### config.mk
export PLATFORM = sky130hd
export DESIGN_NAME = agu_top
export DESIGN_NICKNAME = d
export VERILOG_FILES = /design/src/rtl/agu_pkg.sv /design/src/rtl/agu_ctrl.sv /design/src/rtl/agu_datapath.sv /design/src/rtl/agu_top.sv
export SDC_FILE = /design/constraint.sdc
export NUM_CORES = 1
export LEC_CHECK = 0
export ABC_AREA = 1
export BUFFER_PORTS_ARGS = -buffer_cell sky130_fd_sc_hd__buf_2
export CELL_PAD_IN_SITES_DETAIL_PLACEMENT = 0
export CELL_PAD_IN_SITES_GLOBAL_PLACEMENT = 1
export CORE_AREA = 2 2 106 108
export CTS_BUF_LIST = sky130_fd_sc_hd__clkbuf_4 sky130_fd_sc_hd__clkbuf_8 sky130_fd_sc_hd__clkbuf_16
export CTS_CLUSTER_SIZE = 20
export DETAILED_ROUTE_END_ITERATION = 10
export DIE_AREA = 0 0 108 110
export HOLD_SLACK_MARGIN = 0.02
export PLACE_DENSITY = 0.85
export SETUP_SLACK_MARGIN = 0.02
export SKIP_CTS_REPAIR_TIMING = 1
export SYNTH_ARGS = -nofsm -noshare
export SYNTH_HDL_FRONTEND = slang
export SYNTH_SLANG_ARGS = --single-unit
### constraint.sdc
create_clock -name clk -period 5.9 [get_ports clk]
set_input_delay 0.59 -clock clk [delete_from_list [all_inputs] [get_ports clk]]
set_output_delay 0.59 -clock clk [all_outputs]
set_load 0.1 [all_outputs]
### src/rtl/agu_pkg.sv
package agu_pkg;
  localparam int ADDR_W = 16;
  localparam int DISP_W = 6;
  localparam int RF_DEPTH = 32;
  localparam int NUM_PTR = 3;
  localparam int RF_IDX_W = $clog2(RF_DEPTH);
  localparam int PTR_BASE = RF_DEPTH - 2 * NUM_PTR;

  typedef enum logic [2:0] {
    MODE_DIRECT  = 3'd0,
    MODE_IND     = 3'd1,
    MODE_DISP    = 3'd2,
    MODE_PREDEC  = 3'd3,
    MODE_POSTINC = 3'd4
  } addrMode_e;

  localparam logic [1:0] PTR_X = 2'd0;

  typedef struct packed {
    logic useDirect;
    logic addDisp;
    logic decr;
    logic incr;
    logic wbEn;
    logic illegal;
  } ctrlStrobes_t;
endpackage

### src/rtl/agu_ctrl.sv
module agu_ctrl
  import agu_pkg::*;
#(
  parameter int NPTR = NUM_PTR
) (
  input  logic [2:0]   reqMode,
  input  logic [1:0]   reqPtr,
  output ctrlStrobes_t strobes
);
  logic ptrOk;
  assign ptrOk = (int'(reqPtr) < NPTR);

  always_comb begin
    strobes = '0;
    case (reqMode)
      MODE_DIRECT:  strobes.useDirect = 1'b1;
      MODE_IND:     strobes.illegal = !ptrOk;
      MODE_DISP: begin
        strobes.addDisp = 1'b1;
        strobes.illegal = !ptrOk || (reqPtr == PTR_X);
      end
      MODE_PREDEC: begin
        strobes.decr    = 1'b1;
        strobes.illegal = !ptrOk;
        strobes.wbEn    = ptrOk;
      end
      MODE_POSTINC: begin
        strobes.incr    = 1'b1;
        strobes.illegal = !ptrOk;
        strobes.wbEn    = ptrOk;
      end
      default:      strobes.illegal = 1'b1;
    endcase
  end
endmodule

### src/rtl/agu_datapath.sv
module agu_datapath
  import agu_pkg::*;
#(
  parameter int AW   = ADDR_W,
  parameter int DW   = DISP_W,
  parameter int NPTR = NUM_PTR,
  parameter int IW   = RF_IDX_W,
  parameter int BASE = PTR_BASE
) (
  input  logic                clk,
  input  logic                rstN,
  input  logic                reqValid,
  input  logic [1:0]          reqPtr,
  input  logic [AW-1:0]       directAddr,
  input  logic [DW-1:0]       disp,
  input  logic [NPTR*AW-1:0]  rfTop,
  input  ctrlStrobes_t        strobes,
  output logic                effValid,
  output logic [AW-1:0]       effAddr,
  output logic                wbEn,
  output logic [IW-1:0]       wbRegLo,
  output logic [AW-1:0]       wbValue,
  output logic                illegal
);
  localparam int BYTE_W = AW / 2;

  logic [AW-1:0] ptrArr [NPTR];

  for (genvar i = 0; i < NPTR; i++) begin : g_ptr
    assign ptrArr[i] = {rfTop[(2*i+1)*BYTE_W +: BYTE_W], rfTop[2*i*BYTE_W +: BYTE_W]};
  end

  logic [AW-1:0] base, baseDec, baseInc, baseDisp, addrNext, wbNext;
  logic [IW-1:0] regNext;

  always_comb begin
    base = '0;
    for (int i = 0; i < NPTR; i++)
      if (int'(reqPtr) == i) base = ptrArr[i];
  end

  assign baseDec  = base - AW'(1);
  assign baseInc  = base + AW'(1);
  assign baseDisp = base + AW'(disp);
  assign regNext  = IW'(BASE) + IW'({reqPtr, 1'b0});

  always_comb begin
    if (strobes.illegal)        addrNext = '0;
    else if (strobes.useDirect) addrNext = directAddr;
    else if (strobes.decr)      addrNext = baseDec;
    else if (strobes.addDisp)   addrNext = baseDisp;
    else                        addrNext = base;
    wbNext = strobes.decr ? baseDec : baseInc;
  end

  always_ff @(posedge clk) begin
    if (!rstN) begin
      effValid <= 1'b0;
      effAddr  <= '0;
      wbEn     <= 1'b0;
      wbRegLo  <= '0;
      wbValue  <= '0;
      illegal  <= 1'b0;
    end else begin
      effValid <= reqValid;
      wbEn     <= reqValid && strobes.wbEn;
      illegal  <= reqValid && strobes.illegal;
      if (reqValid) begin
        effAddr <= addrNext;
        wbRegLo <= regNext;
        wbValue <= wbNext;
      end
    end
  end
endmodule

### src/rtl/agu_top.sv
module agu_top
  import agu_pkg::*;
(
  input  logic                    clk,
  input  logic                    rstN,
  input  logic                    reqValid,
  input  logic [2:0]              reqMode,
  input  logic [1:0]              reqPtr,
  input  logic [ADDR_W-1:0]       directAddr,
  input  logic [DISP_W-1:0]       disp,
  input  logic [NUM_PTR*ADDR_W-1:0] rfTop,
  output logic                    effValid,
  output logic [ADDR_W-1:0]       effAddr,
  output logic                    wbEn,
  output logic [RF_IDX_W-1:0]     wbRegLo,
  output logic [ADDR_W-1:0]       wbValue,
  output logic                    illegal
);
  ctrlStrobes_t strobes;

  agu_ctrl #(.NPTR(NUM_PTR)) u_ctrl (
    .reqMode (reqMode),
    .reqPtr  (reqPtr),
    .strobes (strobes)
  );

  agu_datapath #(
    .AW(ADDR_W), .DW(DISP_W), .NPTR(NUM_PTR), .IW(RF_IDX_W), .BASE(PTR_BASE)
  ) u_dp (
    .clk        (clk),
    .rstN       (rstN),
    .reqValid   (reqValid),
    .reqPtr     (reqPtr),
    .directAddr (directAddr),
    .disp       (disp),
    .rfTop      (rfTop),
    .strobes    (strobes),
    .effValid   (effValid),
    .effAddr    (effAddr),
    .wbEn       (wbEn),
    .wbRegLo    (wbRegLo),
    .wbValue    (wbValue),
    .illegal    (illegal)
  );
endmodule

### Yosys cells after proc, flatten, opt, wreduce, memory -nomap -nowiden

Index checks and enable logic that the tools add are counted.

* output and inout bits: 40
* register bits after elaboration: 40
* logic and storage cells: 39
* input port bits: 78

* $add $sub $neg: 4
* order comparisons: 1
* multiplexer cells: 13
* reductions and logical operators: 9
* eq/ne operators: 6

Operators with widths (count)
* 16-bit two-way mux: 8
* 16-bit by 1-bit adder with 16-bit output (second input constant): 1
* 16-bit by 6-bit adder with 16-bit output: 1
* 16-bit by 1-bit subtractor with 16-bit output (second input constant): 1
* 3-bit by 2-bit equality test with 1-bit output (second input constant): 2
* 4-bit by 4-bit adder with 5-bit output (first input constant): 1
* 2-bit equality test (second input constant): 2
* 2-bit logical NOT: 2
* 1-bit two-way mux: 4
* 3-bit by 1-bit equality test with 1-bit output (second input constant): 1
* 3-bit equality test (second input constant): 1
* 3-bit logical NOT: 1
* 1-bit case mux with 3 select lines: 1
* 3-bit OR reduction: 1
* 1-bit logical AND: 2
* 2-bit < comparator (second input constant): 1
* 2-bit OR reduction: 1
* 1-bit logical NOT: 1
* 1-bit logical OR: 1

### Logic depth before layout (Yosys ltp)

* depth in word-level cells: 9
* depth in mapped cells: 24
* mapped depth without buffers: 23

### Modules after synthesis

From an unflattened synthesis, not the netlist that was laid out.

* cells, all modules: 602
* area, all modules: 3677.3 sq um

By module, submodules not included
* agu_datapath: area an instance 3582.2 sq um, instances 1, sequential area each 760.7 sq um, cells an instance 584
* agu_ctrl: area an instance 95.1 sq um, instances 1, sequential area each 0.0 sq um, cells an instance 18

### Worst setup path before layout

OpenSTA, ideal clock, no wires.

* path kind: input-to-reg
* from: input port reqPtr[0]
* to: register u_dp.effAddr[14]
* slack: 2697 ps
* stages: 18
* data arrival time: 3069 ps
* data required time: 5766 ps
* setup time: 134 ps
* path buffers: 2
* cells stage by stage: inv_1 > ha_1 > buf_6 > inv_2 > buf_6 > o21ai_2 > inv_2 > ha_1 > fa_1 > nor3b_1 > o21ai_0 > inv_1 > nand2_1 > nand2_1 > nand3_1 > nand3_1 > nand2_1 > a21oi_1

* word-level cells in the longest chain between the ends: 9
* elaborated cells between the ends (all ways): 17
* those cells by class: 2 x add/sub; 1 x order compare; 2 x eq/ne; 8 x mux; 4 x reduce/logical

Ends and longest elaborated chain
* from (decl): line agu_top.sv:8 `input logic [1:0] reqPtr,`
* 2-bit logical NOT: line agu_datapath.sv:39 `if (int'(reqPtr) == i) base = ptrArr[i];`
* 16-bit two-way mux (3 in series): line agu_datapath.sv:39
* 16-bit by 6-bit adder with 16-bit output: line agu_datapath.sv:44 `assign baseDisp = base + AW'(disp);`
* 16-bit two-way mux: line agu_datapath.sv:51 `else if (strobes.addDisp) addrNext = baseDisp;`
* 16-bit two-way mux: line agu_datapath.sv:50 `else if (strobes.decr) addrNext = baseDec;`
* 16-bit two-way mux: line agu_datapath.sv:49 `else if (strobes.useDirect) addrNext = directAddr;`
* 16-bit two-way mux (*): line agu_datapath.sv:48 `if (strobes.illegal) addrNext = '0;`
* to (signal assigned): line agu_datapath.sv:69 `effAddr <= addrNext;`
* to (decl): line agu_datapath.sv:19 `output logic [AW-1:0] effAddr,`

Mark *: on every way between the ends. The rest lies on a longest branch, timed or not.
A chain may end at the register's enable or synchronous reset.

### Worst setup path in the final report

Same ends and word-level chain as after synthesis.

==> summary.md <==
| Metric | Value |
|---|---|
| Clock sink count | `38` |
| Max-cap violations | `0` |
| Endpoints failing hold | `0` |
| Hpwl dp | `9170 um` |
| Initial Utilization | `0.346` |
| Area Growth Syn to Fin | `18.0%` |
| Hold Startpoint | `u_dp.wbValue[13]` |
| Vias per cell | `5.11` |
| Ant diodes | `0` |
| 1st-iter DRT viols | `200` |
| Final Non-Filler Cells | `813` |
| Initial antenna violation count | `0` |
| CP endpoint kind | `flop` |
| Final Util | `0.408` |
| R2R Path Start | `u_dp.wbValue[11]` |
| Clock Skew | `0 ps` |
| Unique cell type count in the Yosys netlist | `48` |
| RSZ-0062 raised after global routing | `false` |
| Synth Net Count | `667` |
| Worst slew margin | `0.364` |
| HP Class | `reg2reg` |
| Pleak | `2.07 nW` |
| Vias in the first global route | `4035` |
| Worst setup SP type | `input pin` |
| Synth area leaders | `dfxtp_1 (21%), nand2_1 (15%), a21oi_1 (8.1%)` |
| CTS tree | `built` |
| Clk root buf | `clkbuf_8` |
| H-tree level count | `2` |
| Top-area cell type share of the netlist area | `0.206` |
| Clk_lat worst skew | `280 ps` |
| Die area | `11900 um2` |
| PwrDens | `202 nW/um2` |
| Post-synth EDFFs | `0` |
| Die Width | `108 um` |
| Placed Cells | `806` |
| Reg2reg setup slack | `5220 ps` |
| Post-synth ARST share | `0` |
| Grt ovf | `0` |
| Ys flop type | `dfxtp_1` |
| Minimum clock period | `4200 ps` |
| Num rows | `38` |
| Worst slew pin tran | `953 ps` |
| ANT nets after route | `0` |
| Area occupied by multi-input gates | `2590 um2` |
| Routed via count | `4153` |
| Synthesis Warnings | `0` |
| GP Congestion | `0.983` |
| Share of post-route cells with drive strength above 1 | `0.303` |
| Status | `completed` |
| Nets | `764` |
| Register area share after synthesis | `0.206` |
| Setup TNS | `0 ps` |
| CP max stage delay | `650 ps` |
| Register area | `761 um2` |
| 1st-pass router iterations | `4` |
| CP Data Arrival Time | `4320 ps` |
| IO Pins | `118` |
| Largest net degree at the start of global routing | `30` |
| Num CTS Buffers | `5` |
| First-pass GRT wire length | `19100 um` |
| Cells after Synth | `576` |
| Clock Pin Slew Worst Setup and Hold Paths | `70 ps` |
| Setup Crit Path Kind | `in2reg` |
| Mean Syn Cell Area | `6.42 um2` |
| Required time worst endpoint | `6020 ps` |
| Period Utilization, post-route | `0.711` |
| Core box area | `10700 um2` |
| Final max-slew violation count | `0` |
| Max VDD drop | `0.116 mV` |
| Dominant cell type by area after synthesis | `dfxtp_1` |
| Netlist area before placement | `3700 um2` |
| Max stage delay cell, worst path | `o21ai_0` |
| CTS max path bufs | `2` |
| GRT Util Overall | `0.199` |
| Die Ht | `110 um` |
| Filler instances | `1177` |
| Most frequent cell on the critical path | `nand2_1` |
| DRT Wirelength | `11600 um` |
| Endpoints failing setup | `0` |
| Crit-path cells | `buf_2, inv_1, ha_1, inv_2, o21ai_2, inv_2, ha_1, fa_1, nor3b_1, o21ai_0, inv_1, nand2_1, nand2_1, nand3_1, nand3_1, nand2_1, a21oi_1` |
| Crit. Startpoint | `reqPtr[0]` |
| # port buffers | `116` |
| DRC | `0` |
| CP max FO | `21` |
| WL/cell | `14.2 um` |
| Fmax | `238 MHz` |
| Synthesized flop and latch total | `38` |
## cell type report
class,instances,share of cell area
multi-input cells,466,0.594
clock inverters,2,0.00229
clock buffers,5,0.0158
repair buffers,117,0.135
well taps,140,0.0401
inverters,45,0.0387
flip-flops and latches,38,0.174
## power breakdown
group | leakage (nW) | switching [mW] | internal [mW]
Combinational | 1.71 | 0.321 | 0.109
Sequential | 0.312 | 0.00835 | 0.274
Clock | 0.0438 | 0.0912 | 0.0794
Total | 2.07 | 0.420 | 0.462
## placed cells by master (no fill, tap or decap), types with 2 or more instances in the layout
cell type	count
ha_1	12
inv_1	34
inv_2	8
nand2_4	6
clkbuf_8	5
nor3_2	2
nor2_4	6
xor2_1	4
xnor2_1	2
o21ai_1	6
a21oi_4	4
or2_1	2
or2_4	2
o21ai_0	35
o211ai_1	9
clkinv_2	2
nand3_2	3
nor2_2	12
a21oi_1	60
buf_2	116
nand2_2	20
nand3_1	56
nor3_4	2
a21oi_2	6
nand4_1	5
o22ai_1	2
nor3_1	3
o21ai_2	2
dfxtp_1	38
clkinv_1	3
nor2_1	45
o21ai_4	3
nand2_1	144
## path summary, 6_finish.rpt
check                                        end  cells after the start
worst max-delay path            u_dp.effAddr[14]                     17
worst min-delay path            u_dp.wbValue[13]                      2
worst max register to register  u_dp.wbValue[11]                      4
worst min register to register  u_dp.wbValue[13]                      2
## metrics by stage
step	total power [mW]	hold slack (ps)	setup slack [ps]	area (um2)
final	0.882	463	1700	4370
after floorplan	0.626	683	2700	3700
after global placement	0.713	453	1590	4290
after detailed placement	0.718	457	1480	4290
after CTS	0.889	469	1760	4370
after global routing	0.940	486	1370	4370
## synth_stat cells, types with 2 or more instances
library cell / count
nor3_2: 2
nand2_1: 144
nor2_4: 6
nand4_1: 5
nand2_2: 20
nand3_2: 3
xnor2_1: 2
a21oi_2: 6
or2_1: 2
ha_1: 12
nor3_4: 2
or2_4: 2
o21ai_0: 35
o21ai_1: 6
clkinv_1: 3
inv_1: 34
inv_2: 8
nand2_4: 6
xor2_1: 4
nor3_1: 3
o22ai_1: 2
dfxtp_1: 38
a21oi_4: 4
a21oi_1: 60
buf_2: 3
nor2_2: 12
buf_4: 2
o21ai_2: 2
clkbuf_1: 14
buf_6: 7
nand3_1: 56
o211ai_1: 9
nor2_1: 45
o21ai_4: 3
## critical path: cells and delay by family
family / cells / cell delay [ps]
AOI/OAI and AO/OA: 3 / 1050
buffers and inverters: 5 / 860
adders and majority gates: 3 / 1250
and+or+nand+nor: 6 / 580
## cells by family after synthesis
group | count (synthesis) | share of synthesized area
other | 1 | 0.00101
adder cells (fa/ha/maj) | 13 | 0.0460
flip-flops | 38 | 0.206
buffers and inverters | 72 | 0.0933
AND/OR/NAND/NOR | 315 | 0.424
XOR/XNOR | 6 | 0.0142
AO/OA/AOI/OAI | 131 | 0.216
## sequential cells by signal, summed over array words and instances (netlist names)
signal         flops
u_dp.effAddr      16
u_dp.wbRegLo       3
u_dp.wbValue      16
u_dp.effValid      1
u_dp.illegal       1
u_dp.wbEn          1
## layer usage
layer / share of wire / track usage / up-vias
li1: - / - / 2101
met4: 0.033 / 0.0751 / 0
met3: 0.041 / 0.0300 / 28
met5: 0 / 0 / -
met1: 0.41 / 0.233 / 1919
met2: 0.52 / 0.367 / 105
Note: power is estimated with default switching activity, not from simulation.
